--- config.mk ---
export PLATFORM = sky130hd
export DESIGN_NAME = mpl_exp
export DESIGN_NICKNAME = d
export VERILOG_FILES = /design/src/rtl/mpl_pkg.sv /design/src/rtl/cm_modadd.sv /design/src/rtl/cm_halver.sv /design/src/rtl/cm_accum.sv /design/src/rtl/cm_core.sv /design/src/rtl/mpl_exp.sv
export SDC_FILE = /design/constraint.sdc
export NUM_CORES = 1
export LEC_CHECK = 0
export CAP_MARGIN = 40
export CORE_ASPECT_RATIO = 0.6
export CORE_MARGIN = 2
export CORE_UTILIZATION = 60
export CTS_BUF_LIST = sky130_fd_sc_hd__clkbuf_8
export CTS_CLUSTER_DIAMETER = 200
export DETAILED_ROUTE_END_ITERATION = 10
export PLACE_DENSITY = 0.89
export SYNTH_ARGS = -nofsm -noshare
export SYNTH_HDL_FRONTEND = slang
export SYNTH_SLANG_ARGS = --single-unit
--- constraint.sdc ---
create_clock -name clk -period 18.7 [get_ports clk]
set_input_delay 4.675 -clock clk [delete_from_list [all_inputs] [get_ports clk]]
set_output_delay 4.675 -clock clk [all_outputs]
set_load 0.01 [all_outputs]
--- src/rtl/mpl_pkg.sv ---
package mpl_pkg;
  typedef enum logic [1:0] {
    LS_IDLE = 2'd0,
    LS_LOAD = 2'd1,
    LS_STEP = 2'd2,
    LS_DONE = 2'd3
  } ladder_state_e;
endpackage

--- src/rtl/cm_modadd.sv ---
module cm_modadd #(
  parameter int W = 16
) (
  input  logic [W-1:0] a,
  input  logic [W-1:0] b,
  input  logic [W-1:0] n,
  output logic [W-1:0] s
);
  logic         carry;
  logic [W-1:0] low;
  logic         over;

  always_comb begin
    {carry, low} = {1'b0, a} + {1'b0, b};
    over = carry | (low >= n);
    s = over ? (low - n) : low;
  end
endmodule

--- src/rtl/cm_halver.sv ---
module cm_halver #(
  parameter int W = 16
) (
  input  logic [W-1:0] t,
  input  logic [W-1:0] n,
  output logic [W-1:0] h
);
  // (t + n)/2 for odd t, written so that no intermediate needs W+1 bits
  always_comb begin
    h = (t >> 1) + (t[0] ? ((n >> 1) + W'(1)) : '0);
  end
endmodule

--- src/rtl/cm_accum.sv ---
module cm_accum #(
  parameter int W = 16
) (
  input  logic         clk,
  input  logic         rst_n,
  input  logic         clr,
  input  logic         en,
  input  logic         sel,
  input  logic [W-1:0] t,
  input  logic [W-1:0] n,
  output logic [W-1:0] acc
);
  logic [W-1:0] acc_q, acc_d, addend, sum;

  assign addend = sel ? t : '0;

  cm_modadd #(.W(W)) u_add (.a(acc_q), .b(addend), .n(n), .s(sum));

  always_comb begin
    acc_d = acc_q;
    if (clr)     acc_d = '0;
    else if (en) acc_d = sum;
  end

  always_ff @(posedge clk or negedge rst_n) begin
    if (!rst_n)          acc_q <= '0;
    else if (clr || en)  acc_q <= acc_d;
  end

  assign acc = acc_q;

  AST_ACC_REDUCED: assert property (@(posedge clk) disable iff (!rst_n)
    en |=> (acc_q < n));
endmodule

--- src/rtl/cm_core.sv ---
module cm_core #(
  parameter int W = 16
) (
  input  logic         clk,
  input  logic         rst_n,
  input  logic         start,
  input  logic [W-1:0] p,
  input  logic [W-1:0] mx,
  input  logic [W-1:0] my,
  input  logic [W-1:0] n,
  output logic [W-1:0] x,
  output logic [W-1:0] y,
  output logic         done
);
  localparam int CW = $clog2(W + 1);

  logic [W-1:0]  t_q, t_d, t_half;
  logic [W-1:0]  mx_q, mx_d, my_q, my_d;
  logic [CW-1:0] cnt_q, cnt_d;
  logic          busy_q, busy_d, done_q, done_d;
  logic          load, last;

  assign load = start && !busy_q;
  assign last = (cnt_q == CW'(W - 1));

  cm_halver #(.W(W)) u_half (.t(t_q), .n(n), .h(t_half));

  cm_accum #(.W(W)) u_acc_x (
    .clk(clk), .rst_n(rst_n), .clr(load), .en(busy_q),
    .sel(mx_q[W-1]), .t(t_half), .n(n), .acc(x));

  cm_accum #(.W(W)) u_acc_y (
    .clk(clk), .rst_n(rst_n), .clr(load), .en(busy_q),
    .sel(my_q[W-1]), .t(t_half), .n(n), .acc(y));

  always_comb begin
    t_d    = t_q;
    mx_d   = mx_q;
    my_d   = my_q;
    cnt_d  = cnt_q;
    busy_d = busy_q;
    done_d = 1'b0;
    if (load) begin
      t_d    = p;
      mx_d   = mx;
      my_d   = my;
      cnt_d  = '0;
      busy_d = 1'b1;
    end else if (busy_q) begin
      t_d   = t_half;
      mx_d  = {mx_q[W-2:0], 1'b0};
      my_d  = {my_q[W-2:0], 1'b0};
      cnt_d = cnt_q + CW'(1);
      if (last) begin
        busy_d = 1'b0;
        done_d = 1'b1;
      end
    end
  end

  always_ff @(posedge clk or negedge rst_n) begin
    if (!rst_n) begin
      t_q    <= '0;
      mx_q   <= '0;
      my_q   <= '0;
      cnt_q  <= '0;
      busy_q <= 1'b0;
      done_q <= 1'b0;
    end else begin
      if (load || busy_q) begin
        t_q   <= t_d;
        mx_q  <= mx_d;
        my_q  <= my_d;
        cnt_q <= cnt_d;
      end
      busy_q <= busy_d;
      done_q <= done_d;
    end
  end

  assign done = done_q;

  AST_CORE_DONE_SINGLE: assert property (@(posedge clk) disable iff (!rst_n)
    done_q |=> !done_q);
  AST_CORE_T_REDUCED: assert property (@(posedge clk) disable iff (!rst_n)
    busy_q |-> (t_half < n));
endmodule

--- src/rtl/mpl_exp.sv ---
module mpl_exp
  import mpl_pkg::*;
#(
  parameter int WIDTH = 16,
  parameter int EXP_W = 20
) (
  input  logic             clk,
  input  logic             rst_n,
  input  logic             start,
  input  logic [WIDTH-1:0] base_m,
  input  logic [EXP_W-1:0] exponent,
  input  logic [WIDTH-1:0] modulus,
  output logic [WIDTH-1:0] result_m,
  output logic             done
);
  localparam int LCW = $clog2(WIDTH + 1);
  localparam int BCW = $clog2(EXP_W + 1);

  ladder_state_e    state_q, state_d;
  logic [WIDTH-1:0] n_q, n_d, base_q, base_d;
  logic [EXP_W-1:0] e_q, e_d;
  logic [WIDTH-1:0] r0_q, r0_d, r1_q, r1_d, one_q, one_d, one_dbl;
  logic [LCW-1:0]   lcnt_q, lcnt_d;
  logic [BCW-1:0]   bcnt_q, bcnt_d;
  logic             issued_q, issued_d;
  logic             ebit, core_start, core_done;
  logic [WIDTH-1:0] common, other, core_x, core_y;

  cm_modadd #(.W(WIDTH)) u_dbl (.a(one_q), .b(one_q), .n(n_q), .s(one_dbl));

  // exponent bit picks the shared multiplicand
  assign ebit   = e_q[EXP_W-1];
  assign common = ebit ? r1_q : r0_q;
  assign other  = ebit ? r0_q : r1_q;
  assign core_start = (state_q == LS_STEP) && !issued_q;

  cm_core #(.W(WIDTH)) u_core (
    .clk(clk), .rst_n(rst_n), .start(core_start),
    .p(common), .mx(other), .my(common), .n(n_q),
    .x(core_x), .y(core_y), .done(core_done));

  always_comb begin
    state_d  = state_q;
    n_d      = n_q;
    base_d   = base_q;
    e_d      = e_q;
    r0_d     = r0_q;
    r1_d     = r1_q;
    one_d    = one_q;
    lcnt_d   = lcnt_q;
    bcnt_d   = bcnt_q;
    issued_d = issued_q;
    unique case (state_q)
      LS_IDLE: begin
        if (start) begin
          n_d     = modulus;
          base_d  = base_m;
          e_d     = exponent;
          one_d   = WIDTH'(1);
          lcnt_d  = '0;
          bcnt_d  = '0;
          state_d = LS_LOAD;
        end
      end
      LS_LOAD: begin
        one_d  = one_dbl;
        lcnt_d = lcnt_q + LCW'(1);
        if (lcnt_q == LCW'(WIDTH - 1)) begin
          r0_d     = one_dbl;
          r1_d     = base_q;
          issued_d = 1'b0;
          state_d  = LS_STEP;
        end
      end
      LS_STEP: begin
        if (core_start) begin
          issued_d = 1'b1;
        end else if (core_done) begin
          r0_d     = ebit ? core_x : core_y;
          r1_d     = ebit ? core_y : core_x;
          e_d      = {e_q[EXP_W-2:0], 1'b0};
          bcnt_d   = bcnt_q + BCW'(1);
          issued_d = 1'b0;
          if (bcnt_q == BCW'(EXP_W - 1)) state_d = LS_DONE;
        end
      end
      LS_DONE: state_d = LS_IDLE;
      default: state_d = LS_IDLE;
    endcase
  end

  always_ff @(posedge clk or negedge rst_n) begin
    if (!rst_n) begin
      state_q  <= LS_IDLE;
      n_q      <= '0;
      base_q   <= '0;
      e_q      <= '0;
      r0_q     <= '0;
      r1_q     <= '0;
      one_q    <= '0;
      lcnt_q   <= '0;
      bcnt_q   <= '0;
      issued_q <= 1'b0;
    end else begin
      state_q  <= state_d;
      n_q      <= n_d;
      base_q   <= base_d;
      e_q      <= e_d;
      r0_q     <= r0_d;
      r1_q     <= r1_d;
      one_q    <= one_d;
      lcnt_q   <= lcnt_d;
      bcnt_q   <= bcnt_d;
      issued_q <= issued_d;
    end
  end

  assign result_m = r0_q;
  assign done     = (state_q == LS_DONE);

  AST_DONE_SINGLE: assert property (@(posedge clk) disable iff (!rst_n)
    done |=> !done);
  AST_BUSY_START_IGNORED: assert property (@(posedge clk) disable iff (!rst_n)
    (state_q != LS_IDLE) |=> ($stable(n_q) && $stable(base_q)));
  AST_LADDER_REDUCED: assert property (@(posedge clk) disable iff (!rst_n)
    (state_q == LS_STEP) |-> ((r0_q < n_q) && (r1_q < n_q)));
  AST_LADDER_HOLD: assert property (@(posedge clk) disable iff (!rst_n)
    ((state_q == LS_STEP) && !core_done) |=> ($stable(r0_q) && $stable(r1_q)));
  AST_RESULT_HELD: assert property (@(posedge clk) disable iff (!rst_n)
    ((state_q == LS_IDLE) && !start) |=> $stable(result_m));
endmodule

==> qor_table.md, run 1 <==
| Group | Quantity | Reported |
|:---|:---|:---|
| run status | Result of the run | finished clean |
| detailed routing | Routed vias | 13500 |
| worst setup path | Logic depth of the worst setup path including buffers | 25 |
| worst setup path | Worst-path cell with the longest stage delay | sky130_fd_sc_hd__or3_1 |
| sta | Portion of the clock cycle consumed by the worst path in the final layout | 0.394 |
| clocking | Number of buffers added to fix hold violations after cts | 0 |
| synth | Post-synthesis sequential area ratio | 0.340 |
| clocking | Post-cts gate resize count | 0 |
| finish | Final net count | 1885 |
| power and ir drop | Relative contribution of sequential cells to total power | 0.565 |
| sta | Tmin final | 7.36 ns |
| worst setup path | Worst R2R Setup Slack | 11.34 ns |
| sta | Aggregate negative setup slack | 0 ns |
| finish | Number of standard cells in the layout, taps in and fillers out | 2054 |
| clocking | CTS tree | built |
| global route | Via count of the first global-routing pass | 12400 |
| job | Number of max-cap violations | 0 |
| worst setup path | Dominant delay contributor by cell family on the critical path | simple AND/OR/NAND/NOR gates |
| power and ir drop | Power share of the combinational group | 0.029 |
| hold path | Class of the worst hold path | flip-flop to flip-flop |
| synth | Number of flip-flops and latches in the synthesized netlist | 200 |
| sta | Final Hold Slack | 0.491 ns |
| worst setup path | Critical Path Sink | u_core.u_acc_x.acc[13] |
| detailed routing | Residual antenna-violating net count after detailed routing | 0 |
| clocking | Clock sinks | 200 |
| sta | Worst slew margin relative to its limit | 0.338 |
| clocking | Number of buffers added by the clock tree synthesis step | 17 |
| die | Overall die height | 125 µm |
| worst setup path | Maximum cell stage delay along the critical path | 0.66 ns |
| finish | Syn-to-layout area delta | 9.61% |
| sta | Finish-stage setup viols | 0 |
| synth | Top post-synthesis cells by area | sky130_fd_sc_hd__dfrtp_1 (34%), sky130_fd_sc_hd__ha_1 (8.9%), sky130_fd_sc_hd__mux2i_1 (6.5%) |
| worst setup path | Reg-to-reg critical path startpoint | n_q[1] |
| synth | Main flop type after synthesis | sky130_fd_sc_hd__dfrtp_1 |
| worst setup path | Kind of start point of the critical path | flip-flop |
| synth | Distinct cells, synth | 69 |
| power and ir drop | Internal power | 584 µW |
| clocking | Clock-pin slew reported for the worst setup and hold paths after clock tree synthesis | 0.11 ns |
| finish | Layout fillers | 1922 |
| sta | RSZ-0062 raised after global routing | false |
| synth | Post-Syn Nets | 1864 |
| sta | Hold violation total from the final report | 0 |
| synth | Async set-or-reset flop fraction in the synthesized netlist | 1.00 |
| power and ir drop | Clock group share of total power | 0.406 |
| worst setup path | Endpoint of the worst-slack reg-to-reg timing path | u_core.u_acc_x.acc[13] |
| synth | Number of enable flip-flop cells after synthesis | 0 |
| die | Total die area | 0.0259 mm² |
| placed design | Total half-perimeter wirelength after legalization and detailed placement | 34800 µm |
| placed design | Gpl congestion | 0.949 |
| global route | GRT Util Overall | 0.360 |
| detailed routing | Mean number of vias per cell | 6.59 |
| global route | Pin count of the biggest net entering global routing | 83 |
| finish | Diode count | 0 |
| global route | Final global-route overflow total | 0 |
| worst setup path | Buffering stage count on the worst path with inverters included | 1 |
| clocking | Max H-tree Level | 4 |
| worst setup path | R2R cell count | 25 |
| detailed routing | Number of design-rule violations left by the first detailed-router iteration | 1610 |
| placed design | Placed Instances | 2022 |
| sta | Transition time at the pin with the least slew margin | 0.990 ns |
| global route | Initial antenna violation count | 0 |
| die | Die X-Extent | 206 µm |
| global route | Global-route wire length before repair | 70800 µm |
| detailed routing | Number of design rule violations left after detail routing | 0 |
| power and ir drop | Static Leakage | 0.00756 µW |
| power and ir drop | Power density normalized to cell area | 47.3 mW/mm² |
| worst setup path | Largest driver fanout on the critical path | 11 |
| die | Row Count | 44 |
| finish | Share of final-layout standard cells stronger than drive strength 1 | 0.0670 |
| power and ir drop | Worst VDD drop | 37.5 µV |
| power and ir drop | Net Sw Frac | 0.235 |
| sta | Final Max Slew Viols | 0 |
| clocking | Root cell of the clock tree | sky130_fd_sc_hd__clkbuf_8 |
| synth | Post-synthesis average cell area | 8.68 µm² |
| synth | Library cell with the largest summed area after synthesis | sky130_fd_sc_hd__dfrtp_1 |
| detailed routing | Final Routed Wirelength | 45900 µm |
| power and ir drop | Psw | 180 µW |
| synth | Ys Warns | 0 |
| worst setup path | Data required time at the worst endpoint | 19.11 ns |
| detailed routing | DR pass1 iterations | 5 |
| die | # IOs | 72 |
| sta | Max Freq | 136 MHz |
| placed design | Port-buffer cells | 71 |
| sta | Maximum clock skew at final layout | 0.0210 ns |
| die | Initial cell density of the core | 0.610 |
| clocking | Worst-Skew Late Latency | 0.53 ns |
| detailed routing | Routed wire per std cell | 22.3 µm |
| synth | Post-synth design cell area | 0.0147 mm² |
| clocking | Buffers from clock root to sink, at most | 2 |
| worst setup path | Critical path data arrival time | 7.77 ns |
| die | Core outline area | 0.0242 mm² |
| synth | Fraction of post-synthesis cell area in the top cell type by area | 0.340 |
| worst setup path | Class of the most critical setup path | flip-flop to flip-flop |
| clocking | Post-CTS Repair Setup Buffers | 0 |
| synth | Gate count of the mapped netlist | 1698 |
| worst setup path | First element of the critical path | n_q[1] |
| worst setup path | Critical path endpoint category | flip-flop |
## cell type report
class / instances / area (µm²) / area share
flip-flops and latches: 200 / 5010 / 0.310
clock inverters: 13 / 166 / 0.0103
repair buffers: 88 / 920 / 0.0569
clock buffers: 19 / 262 / 0.0162
well taps: 322 / 403 / 0.0249
inverters: 51 / 191 / 0.0118
multi-input cells: 1361 / 9210 / 0.570
## Yosys cell counts, types with 4 or more instances
cell type                  instances
sky130_fd_sc_hd__a211o_1           6
sky130_fd_sc_hd__a211oi_1         32
sky130_fd_sc_hd__a21boi_0          5
sky130_fd_sc_hd__a21o_1           32
sky130_fd_sc_hd__a21oi_1         139
sky130_fd_sc_hd__a221oi_1          4
sky130_fd_sc_hd__a22o_1            6
sky130_fd_sc_hd__a31oi_1          18
sky130_fd_sc_hd__a32o_1            9
sky130_fd_sc_hd__and2_1           47
sky130_fd_sc_hd__and3_1           15
sky130_fd_sc_hd__buf_1            14
sky130_fd_sc_hd__clkbuf_1         68
sky130_fd_sc_hd__dfrtp_1         200
sky130_fd_sc_hd__fa_1              6
sky130_fd_sc_hd__ha_1            105
sky130_fd_sc_hd__inv_1            51
sky130_fd_sc_hd__mux2_2           45
sky130_fd_sc_hd__mux2i_1          95
sky130_fd_sc_hd__nand2_1         166
sky130_fd_sc_hd__nand2b_1         14
sky130_fd_sc_hd__nand3_1          45
sky130_fd_sc_hd__nand4_1          14
sky130_fd_sc_hd__nor2_1          133
sky130_fd_sc_hd__nor2b_1          18
sky130_fd_sc_hd__nor3_1           28
sky130_fd_sc_hd__o211ai_1         10
sky130_fd_sc_hd__o21a_1           14
sky130_fd_sc_hd__o21ai_0         171
sky130_fd_sc_hd__o21bai_1          6
sky130_fd_sc_hd__o22ai_1          21
sky130_fd_sc_hd__o31ai_1          13
sky130_fd_sc_hd__or2_2             4
sky130_fd_sc_hd__or3_1             5
sky130_fd_sc_hd__xnor2_1          54
sky130_fd_sc_hd__xor2_1           28
## layout by cell type, fill, tap and decap left out, types with 6 or more instances in the layout
| cell | n |
|---|---|
| sky130_fd_sc_hd__a211o_1 | 6 |
| sky130_fd_sc_hd__a211oi_1 | 32 |
| sky130_fd_sc_hd__a21o_1 | 32 |
| sky130_fd_sc_hd__a21oi_1 | 139 |
| sky130_fd_sc_hd__a22o_1 | 6 |
| sky130_fd_sc_hd__a31oi_1 | 18 |
| sky130_fd_sc_hd__a32o_1 | 9 |
| sky130_fd_sc_hd__and2_1 | 47 |
| sky130_fd_sc_hd__and3_1 | 15 |
| sky130_fd_sc_hd__buf_4 | 12 |
| sky130_fd_sc_hd__clkbuf_8 | 20 |
| sky130_fd_sc_hd__clkdlybuf4s50_1 | 70 |
| sky130_fd_sc_hd__dfrtp_1 | 198 |
| sky130_fd_sc_hd__fa_1 | 6 |
| sky130_fd_sc_hd__ha_1 | 104 |
| sky130_fd_sc_hd__inv_1 | 52 |
| sky130_fd_sc_hd__mux2_2 | 45 |
| sky130_fd_sc_hd__mux2i_1 | 95 |
| sky130_fd_sc_hd__nand2_1 | 166 |
| sky130_fd_sc_hd__nand2b_1 | 13 |
| sky130_fd_sc_hd__nand3_1 | 45 |
| sky130_fd_sc_hd__nand4_1 | 14 |
| sky130_fd_sc_hd__nor2_1 | 132 |
| sky130_fd_sc_hd__nor2b_1 | 18 |
| sky130_fd_sc_hd__nor3_1 | 28 |
| sky130_fd_sc_hd__o211ai_1 | 10 |
| sky130_fd_sc_hd__o21a_1 | 14 |
| sky130_fd_sc_hd__o21ai_0 | 170 |
| sky130_fd_sc_hd__o21bai_1 | 6 |
| sky130_fd_sc_hd__o22ai_1 | 21 |
| sky130_fd_sc_hd__o31ai_1 | 13 |
| sky130_fd_sc_hd__xnor2_1 | 54 |
| sky130_fd_sc_hd__xor2_1 | 28 |
## routing by layer
| metal | wire (µm) | track usage |
|---|---|---|
| met1 | 20200 | 0.540 |
| met2 | 18700 | 0.492 |
| met3 | 5910 | 0.115 |
| met4 | 1020 | 0.103 |
| met5 | 0 | 0 |
## sequential cells by signal, indices dropped and copies added, names as in the netlist
signal / count
u_core.my_q: 16
base_q: 16
r1_q: 16
state_q: 2
n_q: 16
u_core.done: 1
issued_q: 1
u_core.u_acc_y.acc: 16
u_core.t_q: 16
u_core.busy_q: 1
result_m: 16
e_q: 20
bcnt_q: 5
u_core.cnt_q: 5
u_core.mx_q: 16
one_q: 16
lcnt_q: 5
u_core.u_acc_x.acc: 16
## metrics by stage
stage | utilization | setup WS (ns) | instance area (µm²) | total power (µW)
6_report | 0.669 | 11.34 | 16200 | 764
5_1_grt | 0.669 | 10.95 | 16200 | 783
4_1_cts | 0.669 | 11.46 | 16200 | 765
3_5_place_dp | 0.651 | 11.50 | 15700 | 463
3_3_place_gp | 0.646 | 11.69 | 15600 | 462
2_1_floorplan | - | 12.70 | 14700 | 441
## kinds of logic (layout without fill, tap and decap cells)
kind of cell             count (synthesis)  after routing  share of synthesized area
AO/OA/AOI/OAI                          526            526                      0.220
flip-flops                             200            200                      0.340
AND/OR/NAND/NOR                        502            502                      0.159
buffers and inverters                  137            171                     0.0371
adder cells (fa/ha/maj)                111            111                     0.0973
multiplexers                           140            140                     0.0989
XOR/XNOR                                82             82                     0.0487
## worst min-delay path by stage
stage	endpoint	depth (start not counted)	slack, ns	from
floorplan	u_core.my_q[10]	2	0.45	u_core.my_q[9]
global placement	e_q[9]	2	0.46	e_q[9]
detailed placement	e_q[16]	2	0.47	e_q[16]
CTS	e_q[6]	2	0.49	e_q[6]
global route	e_q[16]	2	0.52	e_q[16]
finish	e_q[16]	2	0.49	e_q[16]
## worst register-to-register path: stages, from the launching register on
cell,delay [ns]
sky130_fd_sc_hd__dfrtp_1,0.40
sky130_fd_sc_hd__inv_1,0.25
sky130_fd_sc_hd__nor3_1,0.64
sky130_fd_sc_hd__nand3_1,0.17
sky130_fd_sc_hd__xnor2_1,0.15
sky130_fd_sc_hd__and2_1,0.17
sky130_fd_sc_hd__ha_1,0.20
sky130_fd_sc_hd__nor2_1,0.18
sky130_fd_sc_hd__nor4bb_1,0.54
sky130_fd_sc_hd__nor2_1,0.11
sky130_fd_sc_hd__xor2_1,0.31
sky130_fd_sc_hd__and2_1,0.18
sky130_fd_sc_hd__ha_1,0.27
sky130_fd_sc_hd__or2_2,0.31
sky130_fd_sc_hd__a21oi_1,0.38
sky130_fd_sc_hd__nor3_1,0.13
sky130_fd_sc_hd__nor3_1,0.45
sky130_fd_sc_hd__ha_1,0.41
sky130_fd_sc_hd__a21oi_1,0.19
sky130_fd_sc_hd__o21ai_0,0.10
sky130_fd_sc_hd__a21o_1,0.18
sky130_fd_sc_hd__a211oi_1,0.22
sky130_fd_sc_hd__a21oi_1,0.13
sky130_fd_sc_hd__or3_1,0.66
sky130_fd_sc_hd__o311a_1,0.25
sky130_fd_sc_hd__a311o_1,0.26
## power by group through the flow
stage / Combinational, µW / Clock [µW] / Sequential [µW]
6_report: 22.1 / 310 / 432
5_1_grt: 24.3 / 327 / 432
4_1_cts: 22.7 / 310 / 432
3_5_place_dp: 22.7 / 0 / 441
3_3_place_gp: 20.8 / 0 / 441
2_1_floorplan: 0.254 / 0 / 441
(Power assumes the default switching activity.)
==> run 2, diff against run 1 <==
--- a/config.mk
+++ b/config.mk
@@ -8,7 +8,7 @@
 export CAP_MARGIN = 40
 export CORE_ASPECT_RATIO = 0.6
 export CORE_MARGIN = 2
-export CORE_UTILIZATION = 60
+export CORE_UTILIZATION = 57
 export CTS_BUF_LIST = sky130_fd_sc_hd__clkbuf_8
 export CTS_CLUSTER_DIAMETER = 200
 export DETAILED_ROUTE_END_ITERATION = 10
==> constraint.sdc (replaced) <==
create_clock -name clk -period 6.5 [get_ports clk]
set_input_delay 1.625 -clock clk [delete_from_list [all_inputs] [get_ports clk]]
set_output_delay 1.625 -clock clk [all_outputs]
set_load 0.01 [all_outputs]
==> run 2 against run 1 <==
  * Register-to-register slack got worse by 11 ns
  * Critical path depth grew 2
  * Sequential share of layout area down 0.87 points
  * Combinational power grew to 2.7 times the previous value
  * Fmax is 14% higher
  * Clock skew fell by 0.00075 ns
  * Via count increased by 1.9%
  * Sequential power rose to 2.9 times the previous value
  * Final cell count rose by 2.0%
  * Cell area increased by 2.9%
  * Core utilization is 1.2 points lower
  * Critical path type unchanged
  * Largest cell class unchanged
  * Largest power group unchanged
  * Highest routed layer is now met5
==> qor_table.md, run 2 (synthesis results as in run 1) <==
| Group | Quantity | Reported | Change |
|:---|:---|:---|:---|
| global route | GRT Util Overall | 0.344 | -0.0155 |
| die | Total die area | 0.0272 mm² | +5.1% |
| die | Die X-Extent | 212 µm | +2.5% |
| detailed routing | Routed vias | 13800 | +1.9% |
| sta | Min setup slack post-route | 0.0650 ns | -11.28 ns |
| run status | Result of the run | finished clean |  |
| placed design | Gpl congestion | 1.05 | +11% |
| finish | Final net count | 1919 | +1.8% |
| worst setup path | Class of the most critical setup path | flip-flop to flip-flop |  |
| finish | Number of flip-flops in the largest register | 20 | unchanged |
| die | Initial cell density of the core | 0.582 | -0.0281 |
| worst setup path | Largest driver fanout on the critical path | 10 | -1 |
| worst setup path | Buffering stage count on the worst path with inverters included | 3 | +2 |
| global route | Initial antenna violation count | 2 | +2 |
| detailed routing | Routed wire per std cell | 22.8 µm | +2.1% |
| placed design | Post-DP Area | 0.0159 mm² | +0.85% |
| die | Overall die height | 129 µm | +2.5% |
| global route | Final global-route overflow total | 0 | unchanged |
| detailed routing | Residual antenna-violating net count after detailed routing | 0 | unchanged |
| sta | Transition time at the pin with the least slew margin | 0.912 ns | -0.0772 ns |
| clocking | CTS tree | built |  |
| worst setup path | Critical path endpoint category | flip-flop |  |
| detailed routing | Final Routed Wirelength | 47800 µm | +4.1% |
| die | Row Count | 45 | +2.3% |
| placed design | Port-buffer cells | 71 | unchanged |
| worst setup path | Maximum cell stage delay along the critical path | 0.43 ns | -0.23 ns |
| worst setup path | Kind of start point of the critical path | flip-flop |  |
| power and ir drop | Power density normalized to cell area | 126 mW/mm² | +170% |
| finish | Top library cells by usage in the layout, fill and taps aside | sky130_fd_sc_hd__dfrtp_1 (197), sky130_fd_sc_hd__o21ai_0 (169), sky130_fd_sc_hd__nand2_1 (165), sky130_fd_sc_hd__a21oi_1 (134), sky130_fd_sc_hd__nor2_1 (129) |  |
| placed design | DP Worst Slack | -0.0928 ns | -11.60 ns |
| worst setup path | Critical path data arrival time | 6.81 ns | -0.96 ns |
| sta | Finish-stage setup viols | 0 | unchanged |
| sta | Portion of the clock cycle consumed by the worst path in the final layout | 0.990 | +0.596 |
| die | # IOs | 72 | unchanged |
| power and ir drop | Worst VDD drop | 116 µV | +210% |
| finish | Share of final-layout standard cells stronger than drive strength 1 | 0.109 | +0.0423 |
| finish | Register bank with the most flops | e_q |  |
| worst setup path | Worst-path cell with the longest stage delay | sky130_fd_sc_hd__dfrtp_1 |  |
| detailed routing | Mean number of vias per cell | 6.58 | -0.15% |
| power and ir drop | Static Leakage | 0.00780 µW | +3.2% |
| finish | Most common cell after layout, fill and taps aside | sky130_fd_sc_hd__dfrtp_1 |  |
| hold path | Class of the worst hold path | flip-flop to flip-flop |  |
| worst setup path | First element of the critical path | n_q[1] |  |
| worst setup path | Data required time at the worst endpoint | 6.87 ns | -12.24 ns |
| finish | Layout fillers | 2020 | +5.1% |
| clocking | Root cell of the clock tree | sky130_fd_sc_hd__clkbuf_8 |  |
| global route | Global-route wire length before repair | 70600 µm | -0.29% |
| sta | Tmin final | 6.44 ns | -0.924 ns |
| clocking | Buffers from clock root to sink, at most | 2 | unchanged |
| placed design | Total half-perimeter wirelength after legalization and detailed placement | 36100 µm | +3.5% |
| worst setup path | Dominant delay contributor by cell family on the critical path | compound AO/OA/AOI/OAI gates |  |
| sta | Maximum clock skew at final layout | 0.0202 ns | -0.000753 ns |
| worst setup path | Most common cell type on the critical path | sky130_fd_sc_hd__ha_1 |  |
| finish | Syn-to-layout area delta | 12.8% |  |
| worst setup path | Reg-to-reg critical path startpoint | n_q[1] |  |
| hold path | Worst min-delay path startpoint | e_q[11] |  |
| global route | Pin count of the biggest net entering global routing | 102 | +23% |
| finish | Design area | 0.0166 mm² | +2.9% |
| sta | Aggregate negative setup slack | 0 ns | unchanged |
| clocking | Worst-Skew Late Latency | 0.52 ns | about the same |
| clocking | Clock-pin slew reported for the worst setup and hold paths after clock tree synthesis | 0.11 ns | about the same |
| detailed routing | Number of design rule violations left after detail routing | 0 | unchanged |
| sta | Hold violation total from the final report | 0 | unchanged |
| detailed routing | Number of design-rule violations left by the first detailed-router iteration | 2274 | +41% |
| die | Core outline area | 0.0253 mm² | +4.8% |
| global route | Via count of the first global-routing pass | 12500 | +0.85% |
| sta | Max Freq | 155 MHz | +14% |
| power and ir drop | Total power | 2100 µW | +170% |
| clocking | Number of buffers added to fix hold violations after cts | 0 | unchanged |
| detailed routing | DR pass1 iterations | 9 | +4 |
| job | Number of max-cap violations | 0 | unchanged |
| sta | Final Max Slew Viols | 0 | unchanged |
| clocking | Max H-tree Level | 4 | unchanged |
| sta | Worst slew margin relative to its limit | 0.389 | +0.0517 |
| clocking | Number of buffers added by the clock tree synthesis step | 17 | unchanged |
| clocking | Clock sinks | 200 | unchanged |
-- run 2: final timing paths --
path / cells past startpoint / to / slack (ns)
worst max-delay path: 27 / u_core.u_acc_x.acc[4] / 0.06
worst min-delay path: 2 / e_q[11] / 0.49
worst max register to register: 27 / u_core.u_acc_x.acc[4] / 0.06
worst min register to register: 2 / e_q[11] / 0.49
max in group asynchronous: 2 / u_core.u_acc_y.acc[3] / 4.14
min in group asynchronous: 1 / u_core.my_q[15] / 1.17
-- run 2: worst reg2reg max path, stage by stage (launching register included) --
cell                        delay [ns]
sky130_fd_sc_hd__dfrtp_1          0.43
sky130_fd_sc_hd__ha_1             0.26
sky130_fd_sc_hd__xor2_1           0.17
sky130_fd_sc_hd__and2_1           0.16
sky130_fd_sc_hd__ha_1             0.34
sky130_fd_sc_hd__nor2b_1          0.14
sky130_fd_sc_hd__o21ai_0          0.27
sky130_fd_sc_hd__a21boi_1         0.16
sky130_fd_sc_hd__o21ai_2          0.25
sky130_fd_sc_hd__nor2b_2          0.25
sky130_fd_sc_hd__xnor2_2          0.13
sky130_fd_sc_hd__and2_1           0.18
sky130_fd_sc_hd__ha_1             0.31
sky130_fd_sc_hd__o21a_1           0.16
sky130_fd_sc_hd__a2111oi_4        0.34
sky130_fd_sc_hd__buf_4            0.21
sky130_fd_sc_hd__nor3_2           0.08
sky130_fd_sc_hd__o31ai_2          0.33
sky130_fd_sc_hd__a21oi_1          0.15
sky130_fd_sc_hd__a31oi_2          0.26
sky130_fd_sc_hd__ha_1             0.33
sky130_fd_sc_hd__buf_4            0.18
sky130_fd_sc_hd__a211oi_1         0.20
sky130_fd_sc_hd__a21oi_1          0.15
sky130_fd_sc_hd__or3_4            0.41
sky130_fd_sc_hd__buf_6            0.17
sky130_fd_sc_hd__mux2i_1          0.20
sky130_fd_sc_hd__o22ai_1          0.10
-- run 2: area by class of cell --
cell class	count	area [µm²]	area share
inverter	51	191	0.0115
sequential	200	5010	0.301
timing repair buffer	122	1140	0.0685
tap	329	412	0.0248
clock buffer	17	234	0.0141
antenna	1	2.50	0.000150
multi-input combinational	1361	9500	0.571
clock inverter	15	138	0.00828
-- run 2: layer usage --
metal,global-route usage,routed length (µm)
met5,0,13
met4,0.109,1430
met3,0.141,7610
met2,0.469,19000
met1,0.494,19700
-- run 2: where the power goes --
| group | switching (µW) | internal (µW) |
|---|---|---|
| sequential | 0 | 1240 |
| clock | 514 | 279 |
| combinational | 30.3 | 29.5 |
| total | 544 | 1550 |
-- run 2: metrics by stage --
| stage | hold WS (ns) | cells | utilization |
|---|---|---|---|
| final | 0.489 | 2096 | 0.656 |
| after global routing | 0.513 | 2095 | 0.656 |
| after CTS | 0.494 | 2084 | 0.642 |
| after detailed placement | 0.469 | 2051 | 0.626 |
| after global placement | 0.458 | 2047 | 0.623 |
| after floorplan | 0.447 | 1698 | - |
-- run 2: repair_timing --
item	in CTS	in global routing
buffers inserted	1	11
endpoints found under the setup margin	13	32
pin swaps	1	15
gates resized for setup	4	56
==> run 3, diff against run 2 <==
--- a/config.mk
+++ b/config.mk
@@ -8,11 +8,12 @@
 export CAP_MARGIN = 40
 export CORE_ASPECT_RATIO = 0.6
 export CORE_MARGIN = 2
-export CORE_UTILIZATION = 57
+export CORE_UTILIZATION = 54
 export CTS_BUF_LIST = sky130_fd_sc_hd__clkbuf_8
 export CTS_CLUSTER_DIAMETER = 200
 export DETAILED_ROUTE_END_ITERATION = 10
-export PLACE_DENSITY = 0.89
+export PLACE_DENSITY = 0.86
+export REMOVE_ABC_BUFFERS = 1
 export SYNTH_ARGS = -nofsm -noshare
 export SYNTH_HDL_FRONTEND = slang
 export SYNTH_SLANG_ARGS = --single-unit
==> run 3 against run 2 <==
  * Die area up 5.4%
  * Sequential power hardly changed
  * Combinational power about the same
  * Global-route usage decreased by 3.2 points
  * Non-clock buffer count grew 6
  * Total power up 3.9%
  * Clock power up 10%
  * Flip-flop and latch count stayed put
  * Routed wire length decreased by 6.6%
  * Register-to-register slack improved by 0.11 ns
  * Largest power group unchanged
  * Sequential share of layout area decreased by 0.086 points
  * Highest routed layer unchanged
  * Hold slack improved by 0.0013 ns
  * Critical endpoint is now u_core.u_acc_x.acc[9]
==> qor_table.md, run 3 (synthesis results as in run 1) <==
| Group | Quantity | Reported | Change |
|:---|:---|:---|:---|
| run status | Result of the run | finished clean |  |
| die | # IOs | 72 | unchanged |
| worst setup path | Kind of start point of the critical path | flip-flop |  |
| worst setup path | Critical Path Sink | u_core.u_acc_x.acc[9] |  |
| detailed routing | DR pass1 iterations | 5 | -4 |
| worst setup path | Maximum cell stage delay along the critical path | 0.53 ns | +0.10 ns |
| worst setup path | Logic depth of the worst setup path including buffers | 29 | +7.4% |
| sta | Transition time at the pin with the least slew margin | 1.05 ns | +0.141 ns |
| finish | Register bank with the most flops | e_q |  |
| power and ir drop | Relative contribution of sequential cells to total power | 0.571 | -0.022 |
| finish | Syn-to-layout area delta | 13.1% |  |
| clocking | Number of buffers added by the clock tree synthesis step | 17 | unchanged |
| power and ir drop | Static Leakage | 0.00778 µW | -0.31% |
| worst setup path | Buffering stage count on the worst path with inverters included | 3 | unchanged |
| power and ir drop | Net Sw Frac | 0.233 | -0.0270 |
| worst setup path | R2R cell count | 29 | +7.4% |
| power and ir drop | Power density normalized to cell area | 131 mW/mm² | +3.6% |
| die | Core outline area | 0.0266 mm² | +5.2% |
| global route | Via count of the first global-routing pass | 12600 | +0.71% |
| global route | GRT Util Overall | 0.313 | -0.0315 |
| finish | Share of final-layout standard cells stronger than drive strength 1 | 0.106 | -0.00313 |
| sta | Portion of the clock cycle consumed by the worst path in the final layout | 0.973 | -0.0170 |
| detailed routing | Number of design rule violations left after detail routing | 0 | unchanged |
| detailed routing | Routed vias | 13300 | -3.4% |
| die | Die X-Extent | 217 µm | +2.7% |
| placed design | Total half-perimeter wirelength after legalization and detailed placement | 32900 µm | -8.8% |
| die | Total die area | 0.0287 mm² | +5.4% |
| power and ir drop | Worst VDD drop | 137 µV | +18% |
| finish | Total area of multi-input combinational cells | 0.00939 mm² | -1.1% |
| worst setup path | Dominant delay contributor by cell family on the critical path | simple AND/OR/NAND/NOR gates |  |
| detailed routing | Mean number of vias per cell | 6.25 | -5.0% |
| clocking | Number of buffers added to fix hold violations after cts | 0 | unchanged |
| global route | Final global-route overflow total | 0 | unchanged |
| placed design | Placed Instances | 2095 | +2.1% |
| finish | Final net count | 1925 | +0.31% |
| hold path | Hold Path Cell Cnt | 2 | unchanged |
| worst setup path | Critical path data arrival time | 6.71 ns | -0.10 ns |
| worst setup path | Worst-path cell with the longest stage delay | sky130_fd_sc_hd__or4b_4 |  |
| worst setup path | Critical path endpoint category | flip-flop |  |
| die | Row Count | 46 | +2.2% |
| global route | Initial antenna violation count | 2 | unchanged |
| finish | Number of standard cells in the layout, taps in and fillers out | 2131 | +1.7% |
| detailed routing | Final Routed Wirelength | 44600 µm | -6.6% |
| worst setup path | First element of the critical path | n_q[1] |  |
| worst setup path | Reg-to-reg critical path startpoint | n_q[1] |  |
| clocking | CTS tree | built |  |
| sta | Maximum clock skew at final layout | 0.0200 ns | -0.000221 ns |
| finish | Number of flip-flops in the largest register | 20 | unchanged |
| worst setup path | Endpoint of the worst-slack reg-to-reg timing path | u_core.u_acc_x.acc[9] |  |
| clocking | Root cell of the clock tree | sky130_fd_sc_hd__clkbuf_8 |  |
| sta | Max Freq | 158 MHz | +1.7% |
| worst setup path | Worst R2R Setup Slack | 0.18 ns | +0.11 ns |
| hold path | Class of the worst hold path | flip-flop to flip-flop |  |
| placed design | Gpl congestion | 0.947 | -9.9% |
| clocking | Worst-Skew Late Latency | 0.53 ns | about the same |
| sta | Finish-stage setup viols | 0 | unchanged |
| detailed routing | Number of design-rule violations left by the first detailed-router iteration | 1569 | -31% |
| finish | Most common cell after layout, fill and taps aside | sky130_fd_sc_hd__dfrtp_1 |  |
| global route | Pin count of the biggest net entering global routing | 170 | +67% |
| finish | Layout fillers | 2177 | +7.8% |
| detailed routing | Routed wire per std cell | 20.9 µm | -8.1% |
| detailed routing | Residual antenna-violating net count after detailed routing | 0 | unchanged |
| power and ir drop | Internal power | 1670 µW | +7.7% |
| sta | Hold violation total from the final report | 0 | unchanged |
| sta | Worst slew margin relative to its limit | 0.298 | -0.0918 |
| clocking | Buffers from clock root to sink, at most | 2 | unchanged |
| global route | Global-route wire length before repair | 70000 µm | -0.90% |
| clocking | Clock sinks | 200 | unchanged |
| power and ir drop | Clock group share of total power | 0.402 | +0.024 |
| worst setup path | Data required time at the worst endpoint | 6.89 ns | +0.02 ns |
| placed design | Port-buffer cells | 71 | unchanged |
| power and ir drop | Psw | 506 µW | -6.9% |
| job | Number of max-cap violations | 0 | unchanged |
| finish | Area of all sequential standard cells | 0.00501 mm² | unchanged |
| die | Overall die height | 132 µm | +2.7% |
| sta | Aggregate negative setup slack | 0 ns | unchanged |
| clocking | Max H-tree Level | 4 | unchanged |
| worst setup path | Class of the most critical setup path | flip-flop to flip-flop |  |
| sta | Final Max Slew Viols | 0 | unchanged |
| sta | Tmin final | 6.32 ns | -0.111 ns |
| power and ir drop | Total power | 2180 µW | +3.9% |
| die | Initial cell density of the core | 0.553 | -0.0286 |
| worst setup path | Largest driver fanout on the critical path | 9 | -1 |
| power and ir drop | Power share of the combinational group | 0.027 | -0.002 |
| finish | Top library cells by usage in the layout, fill and taps aside | sky130_fd_sc_hd__dfrtp_1 (197), sky130_fd_sc_hd__o21ai_0 (168), sky130_fd_sc_hd__nand2_1 (164), sky130_fd_sc_hd__a21oi_1 (136), sky130_fd_sc_hd__nor2_1 (130) |  |
| finish | Diode count | 0 | -1 |
| clocking | Clock-pin slew reported for the worst setup and hold paths after clock tree synthesis | 0.11 ns | about the same |
[run 3: changes by cell type in the layout (fill, tap and decap cells not counted), sizes merged]
cell	delta
clkinvlp	+1
clkbuf	+2
clkinv	-2
diode	-1
buf	+6
bufinv	+3
inv	-5
[run 3: worst min-delay path by stage]
stage / from / endpoint / slack, ns
finish: e_q[17] / e_q[17] / 0.49
global route: lcnt_q[4] / lcnt_q[4] / 0.50
CTS: e_q[17] / e_q[17] / 0.49
detailed placement: lcnt_q[4] / lcnt_q[4] / 0.47
global placement: e_q[6] / e_q[6] / 0.46
floorplan: u_core.my_q[9] / u_core.my_q[10] / 0.45
[run 3: what timing repair did]
| action | in CTS | in global routing |
|---|---|---|
| setup buffers | 0 | 4 |
| resized for setup | 0 | 39 |
| setup endpoints to repair | 0 | 32 |
[run 3: layout make-up]
cell class / instances / area share
clock buffers: 19 / 0.0157
clock inverters: 12 / 0.00908
inverters: 51 / 0.0115
multi-input cells: 1361 / 0.563
flip-flops and latches: 200 / 0.300
well taps: 360 / 0.0270
repair buffers: 128 / 0.0730
[run 3: metrics by stage]
step | setup WS (ns) | hold WS [ns] | util | area [µm²]
2_1_floorplan | 0.292 | 0.447 | - | 14400
3_3_place_gp | 0.332 | 0.461 | 0.599 | 16000
3_5_place_dp | 0.126 | 0.470 | 0.602 | 16000
4_1_cts | 0.0799 | 0.493 | 0.618 | 16500
5_1_grt | -0.0838 | 0.504 | 0.626 | 16700
6_report | 0.176 | 0.490 | 0.626 | 16700
[run 3: worst min-delay path, cell delays in order (launching register included)]
cell,delay [ns]
sky130_fd_sc_hd__dfrtp_1,0.36
sky130_fd_sc_hd__nand2_1,0.05
sky130_fd_sc_hd__o21ai_0,0.06
[run 3: power by group through the flow]
stage | combinational (µW) | clock, µW | sequential, µW
after floorplan | 0.721 | 0 | 1270
final | 59.5 | 875 | 1240
after global routing | 66.4 | 934 | 1240
after CTS | 61.4 | 886 | 1240
after detailed placement | 61.2 | 0 | 1270
after global placement | 61.1 | 0 | 1270
[run 3: routing by layer]
metal	vias to the layer above	routed length [µm]	global-route usage
li1	6258	-	-
met1	6450	20200	0.462
met2	563	18300	0.429
met3	52	5440	0.120
met4	2	638	0.0708
met5	-	10	0
